### src/rtl/rns5_pkg.sv
package rns5_pkg;

   typedef logic [127:0] wide_t;

   // 2^k - 1 as a wide constant
   function automatic wide_t pow2m1(input int k);
      return (wide_t'(1) << k) - wide_t'(1);
   endfunction

   // v mod m, bit-serial Horner evaluation (elaboration only)
   function automatic longint wide_mod(input wide_t v, input longint m);
      longint r;
      r = 0;
      for (int i = 127; i >= 0; i--) begin
         r = (r * 2 + longint'(v[i])) % m;
      end
      return r;
   endfunction

   // multiplicative inverse of a modulo m by the extended Euclid recurrence
   function automatic longint modinv(input longint a, input longint m);
      longint t, nt, r, nr, q, tmp;
      t  = 0;
      nt = 1;
      r  = m;
      nr = a % m;
      while (nr != 0) begin
         q   = r / nr;
         tmp = t - q * nt;
         t   = nt;
         nt  = tmp;
         tmp = r - q * nr;
         r   = nr;
         nr  = tmp;
      end
      if (t < 0) t = t + m;
      return t;
   endfunction

endpackage

### src/rtl/rns_delay.sv
module rns_delay #(
   parameter int W   = 1,
   parameter int D   = 1,
   parameter bit CLR = 1'b0
) (
   input  logic         clk,
   input  logic         rst,
   input  logic [W-1:0] d_i,
   output logic [W-1:0] q_o
);

   logic [W-1:0] stg [D];

   initial begin
      assert (D >= 1) else $error("rns_delay: depth must be at least one");
   end

   generate
      for (genvar g = 0; g < D; g++) begin : g_stg
         if (g == 0) begin : g_head
            always_ff @(posedge clk) begin
               if (CLR && rst) stg[0] <= '0;
               else            stg[0] <= d_i;
            end
         end else begin : g_body
            always_ff @(posedge clk) begin
               if (CLR && rst) stg[g] <= '0;
               else            stg[g] <= stg[g-1];
            end
         end
      end
   endgenerate

   assign q_o = stg[D-1];

endmodule

### src/rtl/rns_mersenne_step.sv
// One mixed-radix step against a modulus of the form 2^K-1:
//   y = x + MOLD * (((r - x) * MOLD^-1) mod (2^K-1)), registered.
module rns_mersenne_step #(
   parameter int             XW   = 5,
   parameter int             K    = 4,
   parameter int             OW   = 8,
   parameter rns5_pkg::wide_t MOLD = 128'd17
) (
   input  logic          clk,
   input  logic [XW-1:0] x_i,
   input  logic [K-1:0]  r_i,
   output logic [OW-1:0] y_o
);
   import rns5_pkg::*;

   localparam longint MODV = (longint'(1) << K) - 1;
   localparam longint INV  = modinv(wide_mod(MOLD, MODV), MODV);
   localparam int     NC   = (XW + K - 1) / K;
   localparam int     PW   = NC * K;

   initial begin
      assert (K >= 2 && K <= 30) else $error("rns_mersenne_step: K out of range");
      assert (OW <= 120)         else $error("rns_mersenne_step: OW too wide");
      assert (INV != 0)          else $error("rns_mersenne_step: MOLD not invertible");
   end

   // end-around-carry addition modulo 2^K-1 (all-ones is a second zero)
   function automatic logic [K-1:0] eac(input logic [K-1:0] a, input logic [K-1:0] b);
      logic [K:0] s;
      s = {1'b0, a} + {1'b0, b};
      return s[K-1:0] + {{(K-1){1'b0}}, s[K]};
   endfunction

   logic [K-1:0]  x_fold;
   logic [K-1:0]  diff;
   logic [K-1:0]  tdig;
   logic [OW-1:0] y_nxt;

   // fold x into K-bit slices, summed with end-around carry
   always_comb begin
      logic [PW-1:0] xp;
      logic [K-1:0]  acc;
      xp  = PW'(x_i);
      acc = '0;
      for (int c = 0; c < NC; c++) begin
         acc = eac(acc, xp[c*K +: K]);
      end
      x_fold = acc;
   end

   // r - x modulo 2^K-1: add the ones complement
   assign diff = eac(r_i, ~x_fold);

   // constant inverse as a sum of rotations, then normalise all-ones to zero
   always_comb begin
      logic [2*K-1:0] dd;
      logic [K-1:0]   acc;
      dd  = {diff, diff};
      acc = '0;
      for (int i = 0; i < K; i++) begin
         if (INV[i]) acc = eac(acc, dd[(2*K-1-i) -: K]);
      end
      tdig = (acc == {K{1'b1}}) ? '0 : acc;
   end

   // scale the digit by MOLD with shifted adds and add to x
   always_comb begin
      logic [OW-1:0] prod;
      prod = '0;
      for (int i = 0; i < OW; i++) begin
         if (MOLD[i]) prod = prod + (OW'(tdig) << i);
      end
      y_nxt = OW'(x_i) + prod;
   end

   always_ff @(posedge clk) begin
      y_o <= y_nxt;
   end

endmodule

### src/rtl/rns_pow2_step.sv
// Mixed-radix step against the modulus 2^K:
//   y = x + MOLD * (((r - x) * MOLD^-1) mod 2^K), registered.
module rns_pow2_step #(
   parameter int             XW   = 8,
   parameter int             K    = 4,
   parameter int             OW   = 12,
   parameter rns5_pkg::wide_t MOLD = 128'd255
) (
   input  logic          clk,
   input  logic [XW-1:0] x_i,
   input  logic [K-1:0]  r_i,
   output logic [OW-1:0] y_o
);
   import rns5_pkg::*;

   localparam longint MODV = longint'(1) << K;
   localparam longint INV  = modinv(wide_mod(MOLD, MODV), MODV);

   initial begin
      assert (XW >= K)                  else $error("rns_pow2_step: x narrower than K");
      assert (K >= 2 && K <= 30)        else $error("rns_pow2_step: K out of range");
      assert (OW <= 120)                else $error("rns_pow2_step: OW too wide");
      assert (wide_mod(MOLD, 2) == 1)   else $error("rns_pow2_step: MOLD must be odd");
   end

   logic [K-1:0]  diff;
   logic [K-1:0]  tdig;
   logic [OW-1:0] y_nxt;

   assign diff = r_i - x_i[K-1:0];

   // inverse modulo 2^K as truncated shifted adds
   always_comb begin
      logic [K-1:0] acc;
      acc = '0;
      for (int i = 0; i < K; i++) begin
         if (INV[i]) acc = acc + (diff << i);
      end
      tdig = acc;
   end

   always_comb begin
      logic [OW-1:0] prod;
      prod = '0;
      for (int i = 0; i < OW; i++) begin
         if (MOLD[i]) prod = prod + (OW'(tdig) << i);
      end
      y_nxt = OW'(x_i) + prod;
   end

   always_ff @(posedge clk) begin
      y_o <= y_nxt;
   end

endmodule

### src/rtl/rns5_to_bin.sv
module rns5_to_bin #(
   parameter int N = 4
) (
   input  logic           clk,
   input  logic           rst,
   input  logic           in_vld,
   input  logic [N-1:0]   res_lo,
   input  logic [N-1:0]   res_pw,
   input  logic [N:0]     res_hi,
   input  logic [N:0]     res_wide,
   input  logic [N-2:0]   res_nar,
   output logic           out_vld,
   output logic [5*N-1:0] out_bin
);
   import rns5_pkg::*;

   localparam int LAT = 4;
   localparam int W_Y = 2 * N;
   localparam int W_Z = 3 * N + 1;
   localparam int W_Q = 4 * N + 1;
   localparam int W_O = 5 * N;

   // running moduli products after each step
   localparam wide_t M_A = pow2m1(N) + wide_t'(2);
   localparam wide_t M_B = pow2m1(2 * N);
   localparam wide_t M_C = M_B * pow2m1(N + 1);
   localparam wide_t M_D = M_C << N;

   initial begin
      assert (N % 2 == 0)       else $error("rns5_to_bin: N must be even");
      assert (N >= 4 && N <= 24) else $error("rns5_to_bin: N must lie in 4..24");
   end

   logic [W_Y-1:0] y_q;
   logic [W_Z-1:0] z_q;
   logic [W_Q-1:0] q_q;
   logic [N:0]     wide_d;
   logic [N-1:0]   pw_d;
   logic [N-2:0]   nar_d;

   // front phase, step a: pair 2^N+1 with 2^N-1 -> value mod 2^2N-1
   rns_mersenne_step #(.XW(N + 1), .K(N), .OW(W_Y), .MOLD(M_A)) u_pair (
      .clk (clk), .x_i (res_hi), .r_i (res_lo), .y_o (y_q));

   rns_delay #(.W(N + 1), .D(1), .CLR(1'b0)) u_dly_wide (
      .clk (clk), .rst (rst), .d_i (res_wide), .q_o (wide_d));

   // front phase, step b: fold in 2^(N+1)-1
   rns_mersenne_step #(.XW(W_Y), .K(N + 1), .OW(W_Z), .MOLD(M_B)) u_wide (
      .clk (clk), .x_i (y_q), .r_i (wide_d), .y_o (z_q));

   rns_delay #(.W(N), .D(2), .CLR(1'b0)) u_dly_pw (
      .clk (clk), .rst (rst), .d_i (res_pw), .q_o (pw_d));

   // front phase, step c: fold in 2^N, giving the four-moduli value
   rns_pow2_step #(.XW(W_Z), .K(N), .OW(W_Q), .MOLD(M_C)) u_pw (
      .clk (clk), .x_i (z_q), .r_i (pw_d), .y_o (q_q));

   rns_delay #(.W(N - 1), .D(3), .CLR(1'b0)) u_dly_nar (
      .clk (clk), .rst (rst), .d_i (res_nar), .q_o (nar_d));

   // back phase: two-moduli mixed-radix merge with 2^(N-1)-1
   rns_mersenne_step #(.XW(W_Q), .K(N - 1), .OW(W_O), .MOLD(M_D)) u_nar (
      .clk (clk), .x_i (q_q), .r_i (nar_d), .y_o (out_bin));

   rns_delay #(.W(1), .D(LAT), .CLR(1'b1)) u_dly_vld (
      .clk (clk), .rst (rst), .d_i (in_vld), .q_o (out_vld));

endmodule

### config.mk
export PLATFORM = sky130hd
export DESIGN_NAME = rns5_to_bin
export DESIGN_NICKNAME = d
export VERILOG_FILES = /design/src/rtl/rns5_pkg.sv /design/src/rtl/rns_delay.sv /design/src/rtl/rns_mersenne_step.sv /design/src/rtl/rns_pow2_step.sv /design/src/rtl/rns5_to_bin.sv
export SDC_FILE = /design/constraint.sdc
export NUM_CORES = 1
export LEC_CHECK = 0
export ABC_AREA = 1
export BUFFER_PORTS_ARGS = -buffer_cell sky130_fd_sc_hd__buf_2
export CAP_MARGIN = 5
export CORE_ASPECT_RATIO = 0.6
export CORE_MARGIN = 1.5
export CORE_UTILIZATION = 55
export CTS_BUF_LIST = sky130_fd_sc_hd__clkbuf_16
export DETAILED_ROUTE_END_ITERATION = 8
export PLACE_DENSITY = 0.84
export SLEW_MARGIN = 20
export SYNTH_ARGS = -nofsm -noshare
export SYNTH_HDL_FRONTEND = slang
export SYNTH_SLANG_ARGS = --single-unit
### constraint.sdc
create_clock -name clk -period 22.6 [get_ports clk]
set_clock_uncertainty 0.2 [all_clocks]
set_input_delay 1.13 -clock clk [delete_from_list [all_inputs] [get_ports clk]]
set_output_delay 1.13 -clock clk [all_outputs]
set_load 0.005 [all_outputs]
Word-level counts from Yosys, hierarchy flattened:

Memory sizes are Yosys's and may differ from the RTL's.
Index checks and enable logic that the tools add are counted.

* bitwise operators: 7
* eq/ne operators: 3
* $add $sub $neg: 49
* muxes and demuxes: 10

Operators by type and width (count)
* adder 17 x 20 -> 20 bit: 1
* adder 20 x 13 -> 20 bit: 1
* adder 20 x 14 -> 20 bit: 1
* adder 20 x 16 -> 20 bit: 1
* adder 20 x 17 -> 20 bit: 1
* adder 20 x 18 -> 20 bit: 1
* adder 20 x 19 -> 20 bit: 1
* adder 3 x 3 -> 4 bit: 5
* adder 3 x 1 -> 3 bit: 6
* adder 13 x 17 -> 17 bit: 1
* adder 17 x 10 -> 17 bit: 1
* adder 17 x 11 -> 17 bit: 1
* adder 17 x 13 -> 17 bit: 1
* adder 17 x 14 -> 17 bit: 1
* adder 17 x 15 -> 17 bit: 1
* adder 17 x 16 -> 17 bit: 1
* adder 5 x 1 -> 5 bit: 3
* adder 13 x 10 -> 13 bit: 1
* adder 13 x 11 -> 13 bit: 1
* adder 13 x 12 -> 13 bit: 1
* adder 13 x 7 -> 13 bit: 1
* adder 13 x 8 -> 13 bit: 1
* adder 13 x 9 -> 13 bit: 1
* adder 7 x 12 -> 13 bit: 1
* 23 further kinds: 34

* word-level logic and storage cells: 77
* bits in writable memories: 26
* register bits after elaboration: 58
* output and inout bits: 21
* input port bits: 24
* memories: 4

Memory list
* u_dly_nar.stg: words 3, bits a word 3, read ports 3, clocked after Yosys merged registers in 0, write ports 3, RTL line rns_delay.sv:12 `logic [W-1:0] stg [D];`
* u_dly_pw.stg: words 2, bits a word 4, read ports 2, clocked after Yosys merged registers in 0, write ports 2, RTL line rns_delay.sv:12
* u_dly_wide.stg: words 1, bits a word 5, read ports 1, clocked after Yosys merged registers in 0, write ports 1, RTL line rns_delay.sv:12
* u_dly_vld.stg: words 4, bits a word 1, read ports 4, clocked after Yosys merged registers in 0, write ports 4, RTL line rns_delay.sv:12

Logic depth before layout (Yosys ltp):

Gate-level depths: netlist of run 1.

* word-level depth: 23
* gate-level depth with buffers: 61
* mapped depth without buffers: 61

Cells and area by module:

Synthesis of run 1 repeated with hierarchy kept, for this count alone.

* cell total of the unflattened synthesis: 994
* area, all modules: 8355.5 µm²

Modules (own cells, without submodules)
* rns_mersenne_step at u_nar: instances 1, cells an instance 294, seq. area each 400.4 µm², area each 2488.6 µm²
* rns_mersenne_step at u_wide: instances 1, cells an instance 282, seq. area each 260.2 µm², area each 2367.3 µm²
* rns_pow2_step: instances 1, cells an instance 245, seq. area each 340.3 µm², area each 2019.4 µm²
* rns_mersenne_step at u_pair: instances 1, cells an instance 132, seq. area each 160.2 µm², area each 877.1 µm²
* rns_delay at u_dly_nar: instances 1, cells an instance 12, seq. area each 180.2 µm², area each 202.7 µm²
* rns_delay at u_dly_pw: instances 1, cells an instance 12, seq. area each 160.2 µm², area each 190.2 µm²
* rns_delay at u_dly_vld: instances 1, cells an instance 12, seq. area each 80.1 µm², area each 110.1 µm²
* rns_delay at u_dly_wide: instances 1, cells an instance 5, seq. area each 100.1 µm², area each 100.1 µm²

Least setup slack after synthesis of run 1:

No wires, ideal clock.

* path kind: register to register
* from: reg u_pw.y_o[0]
* to: reg u_nar.y_o[19]
* required time: 22.288 ns
* data arrival time: 9.719 ns
* path buffers: 0
* cell stages (with the launch flop): 61
* setup slack: 12.569 ns
* setup time: 0.112 ns
* period minus slack after synthesis: 10.031 ns
* cell sequence: dfxtp_1 -> ha_1 -> inv_1 -> fa_1 -> inv_1 -> ha_1 -> xnor2_1 -> xor2_1 -> ha_1 -> a21oi_1 -> nand2_1 -> ha_1 -> ha_1 -> xnor2_1 -> xor2_1 -> inv_1 -> ha_1 -> a21oi_1 -> [25 not listed] -> nand3_1 -> nand2_2 -> nand2_1 -> nor2_1 -> nor2_1 -> inv_1 -> fa_1 -> inv_1 -> ha_1 -> ha_1 -> a21oi_1 -> o21ai_0 -> inv_1 -> nor2_1 -> a211oi_1 -> nand2_1 -> nand2_1 -> nand2_1

* cells in the longest elaborated chain, start to end: 23

RTL lines
* from (decl): RTL line rns_pow2_step.sv:12 `output logic [OW-1:0] y_o`
* from (signal assigned): RTL line rns_pow2_step.sv:52 `y_o <= y_nxt;`
* adder 3 x 3 -> 4 bit: RTL line rns_mersenne_step.sv:30 `s = {1'b0, a} + {1'b0, b};`
* adder 3 x 1 -> 3 bit: RTL line rns_mersenne_step.sv:31 `return s[K-1:0] + {{(K-1){1'b0}}, s[K]};`
* adder 3 x 3 -> 4 bit: RTL line rns_mersenne_step.sv:30
* adder 3 x 1 -> 3 bit: RTL line rns_mersenne_step.sv:31
* adder 3 x 3 -> 4 bit: RTL line rns_mersenne_step.sv:30
* adder 3 x 1 -> 3 bit: RTL line rns_mersenne_step.sv:31
* adder 3 x 3 -> 4 bit: RTL line rns_mersenne_step.sv:30
* adder 3 x 1 -> 3 bit: RTL line rns_mersenne_step.sv:31
* [8 not listed]
* adder 20 x 13 -> 20 bit: RTL line rns_mersenne_step.sv:71 `if (MOLD[i]) prod = prod + (OW'(tdig) << i);`
* adder 20 x 14 -> 20 bit: RTL line rns_mersenne_step.sv:71
* adder 20 x 16 -> 20 bit: RTL line rns_mersenne_step.sv:71
* adder 20 x 17 -> 20 bit: RTL line rns_mersenne_step.sv:71
* adder 20 x 18 -> 20 bit: RTL line rns_mersenne_step.sv:71
* adder 20 x 19 -> 20 bit: RTL line rns_mersenne_step.sv:71
* adder 17 x 20 -> 20 bit *: RTL line rns_mersenne_step.sv:73 `y_nxt = OW'(x_i) + prod;`
* net u_nar.y_nxt[19]: RTL line rns_mersenne_step.sv:37 `logic [OW-1:0] y_nxt;`
* to (signal assigned): RTL line rns_mersenne_step.sv:77 `y_o <= y_nxt;`
* to (decl): RTL line rns_mersenne_step.sv:12 `output logic [OW-1:0] y_o`

The timed path passes the listed nets; every way through them passes the cells marked *.

Worst setup path in the final report of run 1:

* from: reg u_pw.y_o[3]
* to: reg u_nar.y_o[19]

The elaborated chain is that of the path after synthesis.

==> results of run 1 <==
layer usage:
metal	global-route usage [%]	share of wire (%)
met3	5.12	7.2
met2	34.2	41
met5	0	0
met4	4.89	0.99
met1	32.5	51
placed cells by master (no fill, tap or decap), types with 2 or more instances in the layout:
cell       count
o21ai_0       11
o21bai_1       8
dfxtp_1       84
bufinv_16      2
nand3_1       39
clkbuf_16      9
nor2_1        39
a31oi_1        4
nor2_2         3
a21oi_1       40
nand4_1        6
xnor2_2        2
a31o_2         6
inv_2          2
xor2_1        50
nand2_2        6
nor3_1         3
inv_6          3
o211ai_1       2
ha_1         166
a21o_1         3
nand2_1      114
a211oi_1       2
inv_1        156
buf_2         44
xnor2_1       22
a21oi_2        2
fa_1          56
final cells by class:
cell class / count / area [sq um]
multi-input cells: 596 / 5320
repair buffers: 44 / 220
well taps: 175 / 219
fillers: 1050 / 5220
clock inverters: 7 / 103
inverters: 158 / 593
flip-flops and latches: 84 / 1680
clock buffers: 9 / 225
through the flow:
step / cells / hold slack [ns]
6_report: 1073 / 0.126
3_3_place_gp: 1057 / 0.110
2_1_floorplan: 838 / 0.110
3_5_place_dp: 1057 / 0.112
5_1_grt: 1073 / 0.133
4_1_cts: 1073 / 0.128
final timing paths:
check                        endpoint                start
setup / recovery        u_nar.y_o[19]          u_pw.y_o[3]
hold / removal    u_dly_nar.stg[0][4]  u_dly_nar.stg[0][1]
setup reg to reg        u_nar.y_o[19]          u_pw.y_o[3]
hold reg to reg   u_dly_nar.stg[0][4]  u_dly_nar.stg[0][1]
critical path, delay by kind of cell (launching register included):
kind,cells,cell delay [ns]
and+or+nand+nor,14,1.53
AOI/OAI and AO/OA,8,1.39
buffers and inverters,9,0.72
xor gates and xnor gates,8,1.40
adders and majority gates,21,5.61
DFF,1,0.34
cell families after synthesis:
logic type,share of synthesized area [%]
AOI/OAI and AO/OA,6.85
xor gates and xnor gates,8.73
adders and majority gates,42.1
buffers and inverters,7.81
and+or+nand+nor,12.4
DFF,22.1
sequential cells by signal (all words and copies together), names as in the netlist:
name and count:
u_nar.y_o 20, u_pw.y_o 17, u_wide.y_o 13, u_dly_nar.stg 9
u_dly_pw.stg 8, u_pair.y_o 8, u_dly_wide.stg 5, u_dly_vld.stg 4
==> run summary, run 1 <==
Crit Path Category = reg2reg
Reg clk slew, reported paths = 0.06 ns
I/O Buffers = 44
Placed wire-length estimate = 12.2 mm
Max Slew Vio Count = 0
Final Setup Violations = 0
Final wirelength = 14.9 mm
Ports = 45
Synth area leader = ha_1
Area delta synth->final = 10.1%
Synth top area share = 27.3%
Post-Layout Inst Area = 8360 sq um
Htree depth = 3
Min cycle time layout = 11.34 ns
Core Util, Final = 61.6%
Via count = 5,536
Worst Setup End Kind = flop
Total GRT Usage = 22.5%
Ys flop type = dfxtp_1
Syn avg cell area = 9.06 sq um
Hold Vio Cnt, Final = 0
HP Class = reg2reg
Hold path depth = 0
Routability cong. = 0.868
Startpoint types = flop
First-pass GRT wire length = 25.8 mm
Post-CTS sizing = 0
Max cap viols = 0
CTS Root Cell = clkbuf_16
Most common cell in the netlist = ha_1
Ys async rst share = 0%
Nets = 1,139
Largest stage delay, worst path = 0.56 ns
Largest driver fanout on the critical path = 9
Initial Util = 55.9%
DR WL/cell = 13.9 um
Clk buf depth = 2
Slew @ Worst Pin = 0.729 ns
Core area = 13,600 sq um
Max stage delay cell, worst path = fa_1
Outcome = complete, no violations
Ys Warns = 0
Fmax = 0.0882 GHz
CTS tree = built
Path depth of the worst reg2reg path = 60
Die Wd = 155 um
Total CTS buffers = 9
Fraction of layout cells with a size suffix above 1 = 9.69%
Hold_buf cts = 0
Worst slew margin = 51.1%
Grt ovf = 0
Syn Std Cell Area = 7600 sq um
Fin Setup TNS = 0 ns
Crit path top cell by count = ha_1
WP data arrival = 11.38 ns
Crit share post-route = 50.2%
Row Count = 33
Post-synth EDFFs = 0
Largest net degree at the start of global routing = 17
Post-CTS Setup Inserts = 0
Sink Count = 84
Via/cell ratio = 5.16
# DRC = 0
RSZ-0062 raised after global routing = no
ANT nets after route = 0
Pre-CTS setup slack = 11.44 ns
Placed cell area = 8040 sq um
Worst EP required = 22.64 ns
Die height = 94.0 um
# diodes = 0
Post-synthesis sequential area ratio = 22.1%
Die area = 14,500 sq um
Post-Synthesis Cells = 838
Setup WS post-layout = 11.26 ns
Post-synthesis cell type count = 36
FF-to-FF setup slack = 11.26 ns
Initial DRC count = 374
Syn_nets = 1,084
Largest cells by area after synthesis = ha_1 (27%), dfxtp_1 (22%), fa_1 (15%)
Commonest cells post-synth = ha_1 (166), inv_1 (156), nand2_1 (114)
Clk Latency, worst-skew pair = 0.35 ns
DR pass1 iterations = 5
Synth Register Bits = 84
Antenna violations before repair = 0
Vias in the first global route = 5,622
Power of run 1 is not shown: default switching activity piles up to over one toggle a cycle in this logic, so the estimate is an artifact.
==> run 2: changes to the inputs <==
==> constraint.sdc (replaced) <==
create_clock -name clk -period 11.13 [get_ports clk]
set_clock_uncertainty 0.2 [all_clocks]
set_input_delay 0.5565 -clock clk [delete_from_list [all_inputs] [get_ports clk]]
set_output_delay 0.5565 -clock clk [all_outputs]
set_load 0.005 [all_outputs]
==> run 2 against run 1 <==
  * Non-clock buffer count increased by 10
  * Critical endpoint is now u_nar.y_o[17]
  * Worst setup slack got worse by 11 ns
  * Sequential cell count did not move
  * Critical path type unchanged
  * Sequential share of layout area shrank 0.35 points
  * Critical path depth shrank 7
  * First-iteration DRC count up 24%
==> run summary, run 2 (same netlist as run 1, synthesis figures left out) <==
Worst Setup End Kind = flop
Crit path top cell by count = ha_1
Total GRT Usage = 22.6%
# fillers = 1,003
Sink Count = 84
DR pass1 iterations = 5
ANT nets after route = 0
Row Count = 33
Post-Layout Cell Count = 1,083
Slew @ Worst Pin = 0.797 ns
I/O Buffers = 44
Fraction of layout cells with a size suffix above 1 = 12.4%
Min cycle time layout = 10.59 ns
Max reg flops = 20
Max cap viols = 0
CTS tree = built
RR Startpoint = u_pw.y_o[0]
Largest net degree at the start of global routing = 19
Final wirelength = 15.9 mm
Die height = 94.0 um
Vias in the first global route = 5,719
Max Slew Vio Count = 0
Hold Vio Cnt, Final = 0
Outcome = complete, no violations
Startpoint types = flop
CP Launch Point = u_pw.y_o[0]
Placed wire-length estimate = 12.1 mm
Commonest non-fill, non-tap cell in the layout = ha_1
# diodes = 0
# DRC = 0
Placed cell area = 8070 sq um
HP Class = in2reg
Crit Path Category = reg2reg
Initial Util = 55.9%
Hold_buf cts = 0
Area delta synth->final = 12.1%
Via/cell ratio = 5.28
Die area = 14,500 sq um
Antenna violations before repair = 0
Total CTS buffers = 9
Htree depth = 3
Clk buf depth = 2
Largest stage delay, worst path = 0.48 ns
Largest driver fanout on the critical path = 9
Post-Place Cells = 1,061
Final Setup Violations = 0
Nets = 1,149
Max stage delay cell, worst path = fa_1
Crit share post-route = 95.1%
Die Wd = 155 um
Biggest regs = u_nar.y_o (20), u_pw.y_o (17), u_wide.y_o (13)
Post-Layout Inst Area = 8510 sq um
Fmax = 0.0945 GHz
Most flop-heavy register = u_nar.y_o
Initial DRC count = 465
Ports = 45
Core Util, Final = 62.7%
Worst EP required = 11.17 ns
Via count = 5,715
Worst hold margin = 0.107 ns
DR WL/cell = 14.7 um
Hold Crit Start = res_pw[2]
WP data arrival = 10.63 ns
Clk Latency, worst-skew pair = 0.34 ns
Routability cong. = 0.871
Grt ovf = 0
Worst slew margin = 46.5%
First-pass GRT wire length = 26.1 mm
Reg clk slew, reported paths = 0.07 ns
Commonest non-fill, non-tap cells in the layout = ha_1 (162), inv_1 (156), nand2_1 (114), dfxtp_1 (84), fa_1 (56)
Core area = 13,600 sq um
CTS Root Cell = clkbuf_16
## run 2: cell types whose count changed in the layout (fill, tap and decap cells not counted), sizes merged
| cell | change |
|---|---|
| inv | -1 |
| bufinv | -2 |
| clkinv | +3 |
| buf | +10 |
## run 2: final cells by class
type	instances	area (sq um)	share of cell area [%]
sequential	84	1680	19.8
inverter	158	593	6.97
clock buffer	9	225	2.65
tap	175	219	2.57
timing repair buffer	54	295	3.47
multi-input combinational	596	5420	63.6
clock inverter	7	81.3	0.955
## run 2: worst max-delay path, delay by kind of cell (launching register included)
kind                     cells  cell delay (ns)
adder cells (fa/ha/maj)     21             5.57
XOR/XNOR                     9             1.50
AO/OA/AOI/OAI                7             1.30
AND/OR/NAND/NOR              9             1.04
buffers and inverters        7             0.51
flip-flops                   1             0.34
## run 2: repair_timing
action,4_1_cts,5_1_grt
endpoints found under the setup margin,0,9
resized for setup,0,20
setup buffers,0,6
## run 2: final timing paths
| path | slack (ns) | endpoint | depth (start not counted) |
|---|---|---|---|
| setup reg to reg | 0.54 | u_nar.y_o[17] | 53 |
| hold / removal | 0.11 | u_dly_pw.stg[0][2] | 1 |
| hold reg to reg | 0.13 | u_dly_nar.stg[0][8] | 0 |
| setup / recovery | 0.54 | u_nar.y_o[17] | 53 |
## run 2: layer usage
| layer | up-vias | track usage [%] | part of all wire (%) |
|---|---|---|---|
| met4 | 0 | 6.81 | 2.3 |
| met1 | 2613 | 31.9 | 48 |
| met5 | - | 0 | 0 |
| li1 | 2836 | - | - |
| met3 | 44 | 4.43 | 6.7 |
| met2 | 222 | 35.2 | 43 |
## run 2: per-stage QoR
step                      worst slack, ns  setup TNS [ns]
after floorplan                      1.10               0
after global placement              0.808               0
after detailed placement            0.282               0
after CTS                           0.214               0
after global routing             -0.00506        -0.00684
final                               0.544               0
Power of run 2 is left out for the same reason.
==> run 3: changes to the inputs <==
--- a/config.mk
+++ b/config.mk
@@ -11,9 +11,10 @@
 export CORE_ASPECT_RATIO = 0.6
 export CORE_MARGIN = 1.5
 export CORE_UTILIZATION = 55
-export CTS_BUF_LIST = sky130_fd_sc_hd__clkbuf_16
+export CTS_BUF_LIST = sky130_fd_sc_hd__clkbuf_4 sky130_fd_sc_hd__clkbuf_8 sky130_fd_sc_hd__clkbuf_16
 export DETAILED_ROUTE_END_ITERATION = 8
-export PLACE_DENSITY = 0.84
+export PLACE_DENSITY = 0.73
+export REMOVE_ABC_BUFFERS = 1
 export SLEW_MARGIN = 20
 export SYNTH_ARGS = -nofsm -noshare
 export SYNTH_HDL_FRONTEND = slang
==> run 3 against run 2 <==
  * Worst setup slack gained 0.16 ns
  * Non-clock buffer count decreased by 6
  * Maximum frequency increased by 1.5%
  * Sequential cell count unchanged
  * Design area down 0.87%
==> run summary, run 3 (same netlist as run 1, synthesis figures left out) <==
RR Startpoint = u_pw.y_o[2]
Die height = 94.0 um
# fillers = 1,136
Biggest regs = u_nar.y_o (20), u_pw.y_o (17), u_wide.y_o (13)
Max stage delay cell, worst path = fa_1
Crit Path Category = reg2reg
CTS Root Cell = clkbuf_16
Clk buf depth = 2
Hold Vio Cnt, Final = 0
Worst slew margin = 44.9%
Routability cong. = 0.944
DR pass1 iterations = 5
Grt ovf = 0
Initial DRC count = 270
Row Count = 33
Die area = 14,500 sq um
Post-Layout Cell Count = 1,077
HP Class = in2reg
Sink Count = 84
Ports = 45
Worst setup path endpoint = u_nar.y_o[18]
Placed wire-length estimate = 12.1 mm
Crit path top cell by count = ha_1
Largest net degree at the start of global routing = 15
WP data arrival = 10.47 ns
Path depth of the worst reg2reg path = 62
Via/cell ratio = 5.01
DR WL/cell = 13.6 um
Commonest non-fill, non-tap cells in the layout = ha_1 (164), inv_1 (156), nand2_1 (114), dfxtp_1 (84), fa_1 (56)
Capture point of the worst reg-to-reg path = u_nar.y_o[18]
Placed cell area = 8070 sq um
Slew @ Worst Pin = 0.821 ns
Worst EP required = 11.17 ns
First-pass GRT wire length = 25.5 mm
Max Slew Vio Count = 0
# DRC = 0
Initial Util = 55.9%
Min cycle time layout = 10.42 ns
Startpoint types = flop
ANT nets after route = 0
Antenna violations before repair = 0
Post-Layout Inst Area = 8440 sq um
Nets = 1,143
Most flop-heavy register = u_nar.y_o
Area delta synth->final = 11.1%
Largest driver fanout on the critical path = 9
Via count = 5,392
Die Wd = 155 um
Core area = 13,600 sq um
FF-to-FF setup slack = 0.71 ns
Fin Setup TNS = 0 ns
Total CTS buffers = 9
Total GRT Usage = 22.4%
Outcome = complete, no violations
Reg clk slew, reported paths = 0.07 ns
Setup WS post-layout = 0.705 ns
I/O Buffers = 44
Vias in the first global route = 5,298
Commonest non-fill, non-tap cell in the layout = ha_1
Final Setup Violations = 0
Final wirelength = 14.7 mm
CP Launch Point = u_pw.y_o[2]
Max reg flops = 20
Htree depth = 3
CTS tree = built
Pre-CTS setup slack = 0.523 ns
Clk Latency, worst-skew pair = 0.34 ns
Worst Setup End Kind = flop
# diodes = 0
Fmax = 0.0959 GHz
Max cap viols = 0
Post-Place Cells = 1,061
Hold_buf cts = 0
Fraction of layout cells with a size suffix above 1 = 11.3%
Crit share post-route = 93.7%
Largest stage delay, worst path = 0.49 ns
## run 3: changes by cell type in the layout (fill, tap and decap cells not counted), sizes merged
cell	previous run	this run
bufinv	0	1
inv	161	159
buf	54	48
clkinv	4	2
clkbuf	9	12
## run 3: timing repair
action | 4_1_cts | 5_1_grt
setup endpoints to repair | 0 | 3
buffers inserted | 0 | 0
resized for setup | 0 | 12
## run 3: stage by stage
stage               util, %  hold WS, ns
floorplan                 -        0.110
global route           62.1        0.100
CTS                    61.7        0.103
finish                 62.1        0.113
detailed placement     59.4        0.112
global placement       59.4        0.111
## run 3: routing by layer
layer  part of all wire [%]  GRT usage (%)  vias up  routed length, um
li1                       -              -     2810                  -
met1                     59           36.2     2450               8730
met2                     35           30.1      123               5140
met3                    4.8           4.01        9                711
met4                   0.65           4.25        0                 95
met5                      0              0        -                  0
## run 3: how the worst min path moves through the flow
stage	startpoint	end	cells after the start
5_1_grt	res_wide[0]	u_dly_wide.stg[0][0]	1
6_report	res_wide[1]	u_dly_wide.stg[0][1]	1
2_1_floorplan	u_dly_nar.stg[0][0]	u_dly_nar.stg[0][3]	0
4_1_cts	res_wide[0]	u_dly_wide.stg[0][0]	1
3_3_place_gp	u_dly_pw.stg[0][0]	u_dly_pw.stg[0][4]	0
3_5_place_dp	u_dly_pw.stg[0][1]	u_dly_pw.stg[0][5]	0
## run 3: area by class of cell
class	count	area (sq um)	area share (%)
clock buffers	12	254	3.01
clock inverters	4	56.3	0.667
inverters	158	593	7.03
multi-input cells	596	5380	63.8
flip-flops and latches	84	1680	19.9
well taps	175	219	2.59
repair buffers	48	250	2.97
## run 3: worst max-delay path: cells and delay by family (launching register included)
kind            cells  cell delay (ns)
flops               1             0.32
simple gates       15             1.10
compound gates      9             1.45
buf+inv             9             0.65
fa+ha+maj          21             5.31
xor+xnor            8             1.29
Power of run 3 is left out for the same reason.
